<file path="config.mk">
export PLATFORM = sky130hd
export DESIGN_NAME = sec_track
export DESIGN_NICKNAME = d
export VERILOG_FILES = /design/src/rtl/sec_track.sv
export SDC_FILE = /design/constraint.sdc
export NUM_CORES = 1
export LEC_CHECK = 0
export BUFFER_PORTS_ARGS = -buffer_cell sky130_fd_sc_hd__buf_2
export CORE_MARGIN = 2
export CORE_UTILIZATION = 51
export CTS_BUF_LIST = sky130_fd_sc_hd__clkbuf_16
export DETAILED_ROUTE_END_ITERATION = 7
export PLACE_DENSITY = 0.84
export SYNTH_ARGS = -nofsm -noshare
export SYNTH_HDL_FRONTEND = slang
export SYNTH_SLANG_ARGS = --single-unit
export TNS_END_PERCENT = 50
</file>
<file path="constraint.sdc">
create_clock -name clk -period 2.4 [get_ports clk]
set_clock_uncertainty 0.05 [all_clocks]
set_input_delay 0.72 -clock clk [delete_from_list [all_inputs] [get_ports clk]]
set_output_delay 0.72 -clock clk [all_outputs]
set_load 0.02 [all_outputs]
</file>
<file path="src/rtl/sec_track.sv">
// Edge matcher: pairs expected-edge strobes with detected-edge strobes inside
// a window of +/- win cycles and emits one-cycle pass and fail indications.
// An edge seen before its strobe is held as pending; a strobe seen before its
// edge opens a late window. Assumes strobes are spaced more than 2*win apart.
module sec_track #(
    parameter int PER_W = 8
) (
    input  logic             clk,
    input  logic             rst_n,
    input  logic             active,
    input  logic [PER_W-1:0] win,
    input  logic             exp_stb,
    input  logic             edge_stb,
    output logic             pass_p,
    output logic             fail_p
);
    localparam logic [PER_W-1:0] ONE = PER_W'(1);

    logic             late_open, pend;
    logic [PER_W-1:0] late_rem, pend_rem;
    logic             n_late_open, n_pend;
    logic [PER_W-1:0] n_late_rem, n_pend_rem;
    logic             pass_c, fail_c, s_used, e_used;

    // Verdict and next state for this cycle's strobes.
    always_comb begin
        pass_c = 1'b0;  fail_c = 1'b0;
        s_used = 1'b0;  e_used = 1'b0;
        n_late_open = late_open;  n_late_rem = late_rem;
        n_pend      = pend;       n_pend_rem = pend_rem;
        if (late_open) begin
            if (exp_stb) begin
                fail_c = 1'b1;  n_late_open = 1'b0;
            end else if (edge_stb) begin
                pass_c = 1'b1;  n_late_open = 1'b0;  e_used = 1'b1;
            end else if (late_rem == ONE) begin
                fail_c = 1'b1;  n_late_open = 1'b0;
            end else begin
                n_late_rem = late_rem - ONE;
            end
        end
        if (pend) begin
            if (exp_stb) begin
                pass_c = 1'b1;  n_pend = 1'b0;  s_used = 1'b1;
            end else if (pend_rem == ONE) begin
                fail_c = 1'b1;  n_pend = 1'b0;
            end else begin
                n_pend_rem = pend_rem - ONE;
            end
        end
        if (exp_stb && !s_used) begin
            if (edge_stb) begin
                pass_c = 1'b1;  e_used = 1'b1;
            end else if (win == '0) begin
                fail_c = 1'b1;
            end else begin
                n_late_open = 1'b1;  n_late_rem = win;
            end
        end
        if (edge_stb && !e_used) begin
            if (win == '0) begin
                fail_c = 1'b1;
            end else begin
                if (n_pend) fail_c = 1'b1;
                n_pend = 1'b1;  n_pend_rem = win;
            end
        end
    end

    // Matching state, cleared whenever the check is inactive.
    always_ff @(posedge clk) begin
        if (!rst_n || !active) begin
            late_open <= 1'b0;  late_rem <= '0;
            pend      <= 1'b0;  pend_rem <= '0;
        end else begin
            late_open <= n_late_open;  late_rem <= n_late_rem;
            pend      <= n_pend;       pend_rem <= n_pend_rem;
        end
    end

    assign pass_p = active && pass_c;
    assign fail_p = active && fail_c;
endmodule

</file>
==> results.cfg <==
[outcome]
run_status = complete, but fails checks
violations_in_the_final_reports = setup timing

[clock_tree]
cts_hold_repair.buffers = 0
clk-insertion-delay-late_ps = 250
cts.path.max_buffers = 2
clock_tree_from_tritoncts = built
cts_num_sinks = 18
clock_tree.htree_level_count = 1
cts.clk_slew.worst_paths_ps = 50
cts_made_buffers = 3
cts.root.buffer_cell = clkbuf_16

[final_layout]
end_of_flow_core_utilization_pct = 72.9
antenna_cells = 0
area_delta_synth_final_pct = 32.2
post_route_cells_drive_above_1_share_pct = 30.9
instances_no_fill = 219
final.fill_count = 168
layout.nets = 209

[sta]
timing.final.crit_period_ps = 2620
worstMarginPinSlew_ps = 536
unrepaired_setup_endpoints_after_global_routing = yes
timing.final.ws_setup_ps = -216
final_hold_viol_count = 0
final.period_utilization_pct = 109
timing.max_slew.rel_slack_pct = 64.2
achievable-frequency_ghz = 0.382
finalMaxSlewViolations = 0
finalSetupViolations = 1

[placed_design]
place_congestion = 0.881
post-dp-hpwl_mm = 2.68
buffer_ports.inserted = 14
place_inst = 215

[global_routing]
grt_antenna_before_repair = 0
track_usage_pct = 27.6
grt_first_pass_wirelength_mm = 5.66
grt_overflow_total = 0
maximum_number_of_pins_on_one_net_before_global_route_repair = 16
first_global_vias = 1299

[power]
worst_ir_drop_vdd_uv = 396
leakagePower_nw = 0.618
p_switching_mw = 0.202
p_int_mw = 0.600
p_per_area_mw_per_mm2 = 488
power.sequential.fraction_pct = 39.7
clockPowerShare_pct = 42.1
comb_power_share_pct = 18.2
power_switching_share_pct = 25.2

[synth]
synth_area_per_cell_um2 = 8.12
top_post_synthesis_cells_by_count = dfxtp_1 (18), nand2_1 (18), a21oi_1 (14)
async_flop_share_pct = 0
syn_nets = 170
synth_enable_flop_cells = 0
register_bit_count_reported_by_yosys = 18
synth_top_area_share_pct = 29.0
synth_top_cells_by_area = dfxtp_1 (29%), a21oi_1 (5.6%), nand2_1 (5.4%)
synth_cells = 153
mappedNetlistArea_mm2 = 0.00124
postSynth.topFlopCell = dfxtp_1
synth.lib_cells_used.distinct = 41
dominant_cell_type_by_area_after_synthesis = dfxtp_1
sequential_share_of_the_synthesized_area_pct = 29.0
ys.warnings.count = 0

[worst_setup_path]
critPathArrivalTime_ps = 1850
critPathRequiredTime_ps = 1630
crit_path_start = win[4]
critical_path.startpoint_type = primary input
cp-end-kind = output pin
worstPathMaxFanout = 2
reg2reg_from = late_rem[0]$_SDFF_PP0_
criticalPathCategory = in2out
ff2ff_path_depth = 6
timing.reg2reg.setup_slack_ps = 590
crit_path_end = fail_p
timing.rr.end = late_rem[2]$_SDFF_PP0_

[route]
routed_wire_length_per_instance_um = 16.9
route.detailed.drc = 0
drtPass1Iterations = 4
totalWireLength_mm = 3.70
first_iter_violations = 52
vias_per_cell = 6.36
vias = 1392
postRouteAntennaNets = 0

[die]
floorplan.rows = 17
die-height_um = 53.4
core_mm2 = 0.00225
die-width_um = 53.4
floorplan.initialDensity_pct = 55.1
io_pins = 15
fp.dieArea_mm2 = 0.00285

[hold_path]
hp-class = reg2reg

[job]
drv.max_cap_violation_count = 0
-- logic make-up (layout without fill, tap and decap cells) --
logic type | count (synthesis) | in the layout | share of synthesized area, %
buffers and inverters | 13 | 51 | 4.03
XOR/XNOR | 6 | 6 | 4.23
flip-flops | 18 | 18 | 29.0
AND/OR/NAND/NOR | 66 | 66 | 31.8
adder cells (fa/ha/maj) | 4 | 4 | 4.03
AO/OA/AOI/OAI | 46 | 46 | 26.9
-- per-layer routing --
| metal | wire length [um] | up-vias | track usage, % | part of all wire [%] |
|---|---|---|---|---|
| met2 | 1920 | 58 | 51.2 | 52 |
| met5 | 0 | - | 0 | 0 |
| met3 | 159 | 15 | 3.39 | 4.3 |
| li1 | - | 653 | - | - |
| met1 | 1500 | 666 | 29.8 | 40 |
| met4 | 129 | 0 | 15.0 | 3.5 |
-- placed cells by master, fill, tap and decap left out, types with 2 or more instances in the layout --
cell | synthesis | final
o21ai_0 | 3 | 2
nor2_1 | 8 | 6
inv_1 | 7 | 7
or4_1 | 2 | 2
a31oi_1 | 3 | 3
nor3b_1 | 3 | 2
o21a_1 | 6 | 5
nor4_1 | 4 | 4
nand3_1 | 5 | 5
a32oi_1 | 3 | 3
nand4_1 | 5 | 5
o21ai_1 | 1 | 2
ha_1 | 4 | 4
o211ai_1 | 9 | 9
dfxtp_1 | 18 | 18
buf_6 | 0 | 3
o31a_1 | 4 | 4
or4_4 | 2 | 2
a21oi_1 | 14 | 14
nor3b_2 | 2 | 2
nor2_2 | 0 | 2
buf_4 | 0 | 26
xnor2_1 | 5 | 5
buf_2 | 1 | 11
clkbuf_16 | 0 | 3
nand2_1 | 18 | 18
nor2b_1 | 2 | 2
nor3_1 | 4 | 4
-- stage by stage --
step	setup WS [ps]	area, um2	total power, mW	hold WS [ps]	setup TNS (ps)
2_1_floorplan	-93.3	1260	0.400	472	-93.3
3_3_place_gp	-207	1540	0.456	537	-207
3_5_place_dp	-220	1540	0.462	545	-220
4_1_cts	-199	1630	0.798	558	-199
5_1_grt	-254	1640	0.826	594	-254
6_report	-216	1640	0.802	553	-216
-- layout make-up --
class | instances | area (um2) | area share (%)
Clock buffer | 3 | 75.1 | 4.57
Inverter | 7 | 26.3 | 1.60
Sequential cell | 18 | 360 | 21.9
Multi-Input combinational cell | 122 | 858 | 52.2
Timing Repair Buffer | 40 | 284 | 17.3
Clock inverter | 1 | 3.75 | 0.228
Tap cell | 28 | 35.0 | 2.13
-- critical path, cell delays in order --
cell	delay (ps)
buf_6	90
or4_4	550
nor2_2	120
o21a_1	120
o31a_1	130
buf_6	120
-- timing repair --
| item | 4_1_cts | 5_1_grt |
|---|---|---|
| setup buffers | 0 | 0 |
| resized for setup | 3 | 4 |
| setup endpoints to repair | 1 | 1 |
| pin swaps | 0 | 1 |
-- power groups by stage --
stage | clock (mW) | combinational, mW | sequential, mW
6_report | 0.337 | 0.146 | 0.318
5_1_grt | 0.351 | 0.156 | 0.319
4_1_cts | 0.339 | 0.141 | 0.317
3_5_place_dp | 0 | 0.138 | 0.324
3_3_place_gp | 0 | 0.133 | 0.323
2_1_floorplan | 0 | 0.0790 | 0.321
-- sequential cells by signal (all words and copies together) (netlist names) --
signal,cells
late_open,1
pend_rem,8
pend,1
late_rem,8
-- how the worst min path moves through the flow --
| stage | start | to | slack [ps] | depth (start not counted) |
|---|---|---|---|---|
| floorplan | late_rem[7]$_SDFF_PP0_ | late_rem[7]$_SDFF_PP0_ | 470 | 2 |
| finish | late_rem[7]$_SDFF_PP0_ | late_rem[7]$_SDFF_PP0_ | 550 | 2 |
| global placement | late_rem[7]$_SDFF_PP0_ | late_rem[7]$_SDFF_PP0_ | 540 | 2 |
| CTS | late_rem[7]$_SDFF_PP0_ | late_rem[7]$_SDFF_PP0_ | 560 | 2 |
| detailed placement | late_rem[7]$_SDFF_PP0_ | late_rem[7]$_SDFF_PP0_ | 550 | 2 |
| global route | late_rem[7]$_SDFF_PP0_ | late_rem[7]$_SDFF_PP0_ | 590 | 2 |
Power figures use the tool's default switching activity.
